File: src/rtl/oddmul_pkg.sv
// Shared constants and types for the odd-multiple table multiplier.
// Assumes a fixed 5-bit sample; the coefficient width is a parameter of the users.
package oddmul_pkg;
    localparam int SAMPLE_W = 5;                 // sample width (fixed)
    localparam int MAG_W    = SAMPLE_W - 1;      // coded magnitude width
    localparam int ADDR_W   = MAG_W;             // table address width
    localparam int N_WORDS  = (1 << (MAG_W - 1)) + 1; // odd multiples plus the 2A word
    localparam int SH_W     = 2;                 // shift control width (0..3)
    localparam int TWO_A_ADDR = N_WORDS - 1;     // address of the 2A word

    // Decoded control for one sample
    typedef struct packed {
        logic [ADDR_W-1:0] addr;   // odd-multiple word address
        logic [SH_W-1:0]   shamt;  // left-shift count
        logic              zero;   // force coded word to zero
        logic              add;    // 1: 16A + word, 0: 16A - word
    } map_t;
endpackage

File: src/rtl/oddmul_addr_gen.sv
// Maps a 5-bit sample to table address, shift count, zero force and sign.
// Purely combinational. Magnitude is the low bits when the top bit is set,
// otherwise 16 minus them; a zero magnitude with top bit clear means 16.
module oddmul_addr_gen
    import oddmul_pkg::*;
(
    input  logic [SAMPLE_W-1:0] x_i,
    output map_t                map_o
);
    logic [MAG_W-1:0] low;
    logic [MAG_W-1:0] mag;
    logic [MAG_W-1:0] odd;
    logic [SH_W-1:0]  sh;

    assign low = x_i[MAG_W-1:0];

    // Form the coded magnitude from the sign bit and low bits
    always_comb begin
        if (x_i[SAMPLE_W-1]) mag = low;
        else                 mag = MAG_W'(0) - low;
    end

    // Count trailing zeros of the magnitude (0..3 for nonzero values)
    always_comb begin
        if (mag[0])      sh = 2'd0;
        else if (mag[1]) sh = 2'd1;
        else if (mag[2]) sh = 2'd2;
        else             sh = 2'd3;
        odd = mag >> sh;
    end

    // Assemble address, shift, zero force and sign
    always_comb begin
        map_o.add = x_i[SAMPLE_W-1];
        if (low == '0) begin
            map_o.addr  = ADDR_W'(TWO_A_ADDR);
            map_o.shamt = 2'd3;
            map_o.zero  = x_i[SAMPLE_W-1];
        end else begin
            map_o.addr  = ADDR_W'(odd >> 1);
            map_o.shamt = sh;
            map_o.zero  = 1'b0;
        end
    end
endmodule

File: src/rtl/oddmul_decoder.sv
// Turns a table address into one-hot word-select lines, one per table word.
// Assumes the address never exceeds the last word index.
module oddmul_decoder
    import oddmul_pkg::*;
(
    input  logic [ADDR_W-1:0]  addr_i,
    output logic [N_WORDS-1:0] sel_o
);
    for (genvar i = 0; i < N_WORDS; i++) begin : g_sel
        // One compare per word-select line
        assign sel_o[i] = (addr_i == ADDR_W'(i));
    end
endmodule

File: src/rtl/oddmul_table.sv
// Nine-word product table: (2i+1)*A at i < 8 and 2A at the last word.
// Loaded from the coefficient while reset is low, frozen afterwards.
// The read is an AND-OR over one-hot selects, gated to zero by zero_i.
module oddmul_table
    import oddmul_pkg::*;
#(
    parameter int W = 8,
    localparam int WORD_W = W + MAG_W
)(
    input  logic               clk_i,
    input  logic               rst_ni,
    input  logic [W-1:0]       coef_i,
    input  logic [N_WORDS-1:0] sel_i,
    input  logic               zero_i,
    output logic [WORD_W-1:0]  word_o
);
    logic [WORD_W-1:0] words [N_WORDS];

    for (genvar i = 0; i < N_WORDS; i++) begin : g_word
        // Load this word from the coefficient while reset is held
        always_ff @(posedge clk_i) begin
            if (!rst_ni) begin
                if (i == TWO_A_ADDR) words[i] <= WORD_W'(coef_i) << 1;
                else                 words[i] <= WORD_W'(coef_i) * WORD_W'(2 * i + 1);
            end
        end
    end

    // AND-OR read of the selected word with the zero force
    always_comb begin
        word_o = '0;
        for (int i = 0; i < N_WORDS; i++) begin
            if (sel_i[i]) word_o = word_o | words[i];
        end
        if (zero_i) word_o = '0;
    end
endmodule

File: src/rtl/oddmul_shifter.sv
// Logarithmic left shifter: one stage per control bit, stage k shifts by 2^k.
// Assumes OUT_W leaves room for the largest shift of the input.
module oddmul_shifter #(
    parameter int IN_W  = 12,
    parameter int OUT_W = 13,
    parameter int SH_W  = 2
)(
    input  logic [IN_W-1:0]  d_i,
    input  logic [SH_W-1:0]  sh_i,
    output logic [OUT_W-1:0] q_o
);
    logic [OUT_W-1:0] stage [SH_W+1];

    assign stage[0] = OUT_W'(d_i);
    for (genvar k = 0; k < SH_W; k++) begin : g_stage
        // Conditional shift by 2^k
        assign stage[k+1] = sh_i[k] ? (stage[k] << (1 << k)) : stage[k];
    end
    assign q_o = stage[SH_W];
endmodule

File: src/rtl/oddmul_lut_mult.sv
// Top: constant multiplier built from a nine-word odd-multiple table.
// Stage 1 registers the table read, shift count and sign; stage 2 shifts,
// adds to or subtracts from 16A, and registers the product. Latency 2.
// Assumes coef_i is valid while rst_ni is low; it is ignored afterwards.
module oddmul_lut_mult
    import oddmul_pkg::*;
#(
    parameter int W = 8,
    localparam int WORD_W = W + MAG_W,
    localparam int PROD_W = W + SAMPLE_W
)(
    input  logic                clk_i,
    input  logic                rst_ni,
    input  logic [W-1:0]        coef_i,
    input  logic                x_valid_i,
    input  logic [SAMPLE_W-1:0] x_i,
    output logic                p_valid_o,
    output logic [PROD_W-1:0]   p_o
);
    map_t               map;
    logic [N_WORDS-1:0] word_sel;
    logic [WORD_W-1:0]  rd_word;
    logic [W-1:0]       coef_q;

    logic               s1_v;
    logic [WORD_W-1:0]  s1_word;
    logic [SH_W-1:0]    s1_sh;
    logic               s1_add;

    logic [PROD_W-1:0]  shifted;
    logic [PROD_W-1:0]  base;

    oddmul_addr_gen u_addr (.x_i(x_i), .map_o(map));

    oddmul_decoder u_dec (.addr_i(map.addr), .sel_o(word_sel));

    oddmul_table #(.W(W)) u_tab (
        .clk_i (clk_i),
        .rst_ni(rst_ni),
        .coef_i(coef_i),
        .sel_i (word_sel),
        .zero_i(map.zero),
        .word_o(rd_word)
    );

    // Capture the coefficient for the 16A base while reset is held
    always_ff @(posedge clk_i) begin
        if (!rst_ni) coef_q <= coef_i;
    end

    // Stage 1: register table read and control
    always_ff @(posedge clk_i) begin
        if (!rst_ni) begin
            s1_v    <= 1'b0;
            s1_word <= '0;
            s1_sh   <= '0;
            s1_add  <= 1'b0;
        end else begin
            s1_v <= x_valid_i;
            if (x_valid_i) begin
                s1_word <= rd_word;
                s1_sh   <= map.shamt;
                s1_add  <= map.add;
            end
        end
    end

    oddmul_shifter #(.IN_W(WORD_W), .OUT_W(PROD_W), .SH_W(SH_W)) u_shf (
        .d_i (s1_word),
        .sh_i(s1_sh),
        .q_o (shifted)
    );

    assign base = PROD_W'(coef_q) << MAG_W;

    // Stage 2: add/subtract around 16A and register the product
    always_ff @(posedge clk_i) begin
        if (!rst_ni) begin
            p_valid_o <= 1'b0;
            p_o       <= '0;
        end else begin
            p_valid_o <= s1_v;
            if (s1_v) p_o <= s1_add ? (base + shifted) : (base - shifted);
        end
    end
endmodule

File: config.mk
export PLATFORM = sky130hd
export DESIGN_NAME = oddmul_lut_mult
export DESIGN_NICKNAME = d
export VERILOG_FILES = /design/src/rtl/oddmul_pkg.sv /design/src/rtl/oddmul_addr_gen.sv /design/src/rtl/oddmul_decoder.sv /design/src/rtl/oddmul_table.sv /design/src/rtl/oddmul_shifter.sv /design/src/rtl/oddmul_lut_mult.sv
export SDC_FILE = /design/constraint.sdc
export NUM_CORES = 1
export LEC_CHECK = 0
export CAP_MARGIN = 20
export CORE_MARGIN = 3
export CORE_UTILIZATION = 45
export DETAILED_ROUTE_END_ITERATION = 8
export PLACE_DENSITY = 0.72
export SYNTH_ARGS = -nofsm -noshare
export SYNTH_HDL_FRONTEND = slang
export SYNTH_SLANG_ARGS = --single-unit
File: constraint.sdc
create_clock -name clk_i -period 5.81 [get_ports clk_i]
set_input_delay 1.743 -clock clk_i [delete_from_list [all_inputs] [get_ports clk_i]]
set_output_delay 1.743 -clock clk_i [all_outputs]
set_load 0.005 [all_outputs]
Yosys cells after proc, flatten, opt, wreduce, memory -nomap -nowiden

Memories as Yosys holds them, arrays and structs flattened.
Cells that the tools add are included.

$add $sub $neg: 3
Multiply operators: 7
Eq/ne operators: 8
Shift operators: 1
Muxes and demuxes: 19
Bitwise logic cells: 8
Reduce and logical (&&, ||, !) cells: 2

Operator list:

| operator               | count |
|---|---|
| $mux W12               | 10 |
| $or A12 B12 Y12        | 8 |
| $mul A8 B4 Y12 const B | 4 |
| $mux W13               | 3 |
| $mul A8 B3 Y11 const B | 2 |
| $eq A4 B3 Y1 const B   | 4 |
| $add A12 B13 Y13       | 1 |
| $sub A12 B13 Y13       | 1 |
| $mul A8 B2 Y10 const B | 1 |
| $eq A4 B2 Y1 const B   | 2 |
| $logic_not A4 Y1       | 2 |
| $mux W7                | 1 |
| $eq A4 B1 Y1 const B   | 1 |
| $eq A4 B4 Y1 const B   | 1 |
| $mux W2                | 2 |
| $mux W4                | 1 |
| $shr A4 B2 Y4          | 1 |
| $sub A1 B4 Y4 const A  | 1 |
| $mux W1                | 2 |

Bits in registers: 38
RAM bits: 108
Output and inout bits: 14
Word-level logic and storage cells: 56
Memories: 1

Memories:

| memory      | depth | bits a word | rd ports | clocked after memory_dff | write ports | line               | text |
|---|---|---|---|---|---|---|---|
| u_tab.words | 9     | 12          | 9        | 0                        | 9           | oddmul_table.sv:17 | `logic [WORD_W-1:0] words [N_WORDS];` |

Logic depth before layout (Yosys ltp)

Depth after elaboration: 26
Mapped depth: 16

Modules after synthesis

Synthesis repeated with hierarchy kept, for this count alone.

Cell total of the unflattened synthesis: 737
Area, all modules: 8109.0 um^2

By module, submodules not included:

| module          | instances | cells an instance | area an instance (um^2) | seq. area each (um^2) |
|---|---|---|---|---|
| oddmul_table    | 1         | 445               | 5363.9                  | 2132.0 |
| oddmul_lut_mult | 1         | 223               | 2165.8                  | 840.8 |
| oddmul_shifter  | 1         | 30                | 285.3                   | 0.0 |
| oddmul_addr_gen | 1         | 30                | 203.9                   | 0.0 |
| oddmul_decoder  | 1         | 9                 | 90.1                    | 0.0 |

Worst setup path after synthesis

OpenSTA, ideal clock, no wires.

Path type: input port to flip-flop
Start: input coef_i[0]
End: memory u_tab.words[0][95] (netlist bit), data pin
Library setup time: 0.260 ns
Data arrival time: 4.412 ns
Slack: 1.138 ns
Stages: 12
Buffers on the path: 0
Path through: fa_1 -> inv_1 -> fa_1 -> inv_1 -> ha_1 -> a21o_1 -> a21oi_1 -> o21bai_1 -> a2111oi_0 -> o31ai_1 -> a21oi_1 -> xnor2_1

RTL lines:

| element            | line                  | text |
|---|---|---|
| start: declaration | oddmul_lut_mult.sv:14 | `input logic [W-1:0] coef_i,` |
| end: declaration   | oddmul_table.sv:17    |  |

==> results.yml <==
logic_synthesis:
  ys_seq_elements: 101
  synth-main-ff-cell: "edfxtp_1"
  syn_inst: 775
  avgSynthCellArea_um2: 10.29
  yosys.cell_types.count: 67
  synth-async-reset-ratio: 0
  synth_edf_count: 71
  mappedNetlistNets: 912
  synth_warnings: 0
  yosysSeqAreaShare: 0.3426
  synthesis.area_um2: 7975
sta:
  hold_slack_ns: 0.4936
  period_needed_ns: 5.220
  finalHoldViolCount: 0
  finalCritPeriodShare: 0.8985
  slew_headroom: 0.4145
  report.final.slew_viol_count: 0
  tightest_slew_ns: 0.8710
  setup_tns_ns: 0
  max_freq_mhz: 191.6
  rsz0062_at_grt: "false"
  setup_viol: 0
  fin_skew_ns: 0.008104
layout:
  layout_commonest_cell: "ha_1"
  fin_nets: 945
  final_util: 0.5098
  layout-drive-gt1-share: 0.08856
  multi_input_area_um2: 4751
  final_cell_mix: "86 x ha_1, 84 x inv_1, 71 x edfxtp_1"
  seqCellArea_um2: 2733
  fillers: 1628
  areaGrowthSynthToFinish_pct: 10.57
  antennaDiodeCount: 0
grt:
  grtUsageTotal: 0.1874
  grt_overflow: 0
  grt_pass1_wl_um: 29330
  grt_pass1_vias: 5838
  grt_start_max_net_pins: 46
  antenna_found_initial: 0
clocking:
  clk_latency_ns: 0.36
  cts_inserted_buffers: 9
  htree_levels: 3
  cts-resized-gates: 0
  clkTransAtPathRegs_ns: 0.07
  cts_setup_buffers: 0
  cts_tree: "done"
  clkSinkCount: 101
  cts_root_buf: "clkbuf_16"
  clk_path_buf_depth: 2
  cts_hold_buf: 0
drt:
  num_vias: 5701
  totalWireLength_um: 17510
  routedWlPerCell_um: 16.87
  vias_per_cell: 5.492
  first_iter_violations: 326
  first_pass_iters: 7
  ant_nets: 0
  drt_drc_violations_left: 0
power_and_ir_drop:
  irDropWorstVdd_uv: 164.0
  finalPower_mw: 2.514
  power_density_nw_per_um2: 285.0
  p_leak_nw: 3.757
placed_design:
  place_hpwl_um: 13490
  numPortBuffers: 29
  gp_congestion: 0.8433
floorplan:
  die_x_um: 139.1
  rows: 48
  io_pins: 30
  die_y_um: 139.1
  core_um2: 17300
  die_area_um2: 19360
  start_util: 0.4611
critical_path:
  path_max_fanout: 4
  cp-startpoint: "coef_i[1]"
  cp.arrival_ns: 5.32
  cp-end-kind: "register"
  crit_required_ns: 5.91
  r2r_end: "p_o[12]"
  reg2reg_slack_ns: 2.47
  endpoint: "u_tab.words[0][95]"
  r2r_start: "s1_sh[1]"
  start_kind: "primary input"
  critPathKind: "primary input to register"
  r2r_cells: 10
min_path:
  hold_class: "register to register"
outcome:
  status: "complete, no violations"
run:
  cap_violations: 0
worst min-delay path by stage:
| stage | cells after the start | from | to | slack, ns |
|---|---|---|---|---|
| 2_1_floorplan | 2 | u_tab.words[0][21] | s1_word[9] | 0.48 |
| 3_3_place_gp | 2 | p_o[3] | p_o[3] | 0.47 |
| 3_5_place_dp | 2 | p_o[8] | p_o[8] | 0.49 |
| 4_1_cts | 2 | p_o[1] | p_o[1] | 0.50 |
| 5_1_grt | 2 | p_o[4] | p_o[4] | 0.53 |
| 6_report | 2 | p_o[7] | p_o[7] | 0.49 |
logic make-up after synthesis:
| logic type | after synthesis | share of synthesized area |
|---|---|---|
| AND/OR/NAND/NOR | 148 | 0.09319 |
| adder cells (fa/ha/maj) | 121 | 0.2228 |
| XOR/XNOR | 59 | 0.06480 |
| buffers and inverters | 109 | 0.06213 |
| flip-flops | 101 | 0.3426 |
| AO/OA/AOI/OAI | 200 | 0.1666 |
| multiplexers | 37 | 0.04785 |
cell usage after synthesis (3+ instances only):
cell type  number  area, µm²
a21o_1         14      105.1
clkbuf_8        4      55.05
xnor2_1        40      350.3
nor2_1         35      131.4
nor3_1          7      35.03
edfxtp_1       71       2132
or3_1           3      18.77
nand2_1        43      161.4
a21oi_1        65      325.3
or2_2           8      50.05
ha_1           86       1076
a311o_1         6      60.06
and3_1          5      31.28
xor2_1         19      166.4
o21a_1          3      22.52
o21bai_1       13      97.59
nand3_1        10      50.05
fa_1           35      700.7
o31ai_1         4      30.03
nand2b_1        4      25.02
a31o_2          6      52.55
o21ai_0        38      190.2
clkbuf_1       11      41.29
inv_1          85      319.1
a31oi_1         9      56.30
or4_1           3      22.52
a221oi_1        4      35.03
mux2_2          9      101.4
nor2b_1        18      112.6
a221o_1         7      70.07
o211ai_1        3      22.52
mux2i_1        28      280.3
buf_2           5      25.02
a211oi_1        4      30.03
dfxtp_1        30      600.6
o22ai_1         3      18.77
area by class of cell:
cell class,instances,area share
Timing Repair Buffer,46,0.04739
Clock inverter,7,0.01022
Inverter,85,0.03632
Multi-Input combinational cell,565,0.5387
Tap cell,225,0.03192
Sequential cell,101,0.3099
Clock buffer,9,0.02554
power breakdown:
group | switching, mW | leakage, nW | internal, mW
registers | 0.0576 | 0.940 | 0.937
logic | 0.475 | 2.66 | 0.395
clock network | 0.274 | 0.154 | 0.376
registers in the layout, indices dropped and copies added (netlist names):
signal	flops
s1_sh	2
p_valid_o	1
p_o	13
coef_q	7
s1_add	1
s1_v	1
u_tab.words	64
s1_word	12
metrics by stage:
stage	setup slack [ns]	area, µm²	std cells
global placement	0.2782	8503	1022
finish	0.5897	8818	1038
global route	0.4436	8818	1038
CTS	0.6291	8818	1038
floorplan	1.138	7975	775
detailed placement	0.2387	8503	1022
metal layers:
| metal | GRT usage | wire (µm) |
|---|---|---|
| met3 | 0.04655 | 816 |
| met1 | 0.2249 | 7506 |
| met2 | 0.3355 | 8917 |
| met5 | 0 | 0 |
| met4 | 0.04995 | 266 |
worst max-delay path: stages:
cell and delay [ns]:
clkdlybuf4s50_1 0.54, fa_1 0.58, inv_1 0.06, fa_1 0.48
inv_1 0.06, ha_1 0.27, a21o_1 0.15, a21oi_1 0.21
o21bai_1 0.12, a2111oi_0 0.68, o31ai_1 0.15, a21oi_1 0.21
xnor2_1 0.08
No activity file was read; power rests on OpenSTA's default activity.
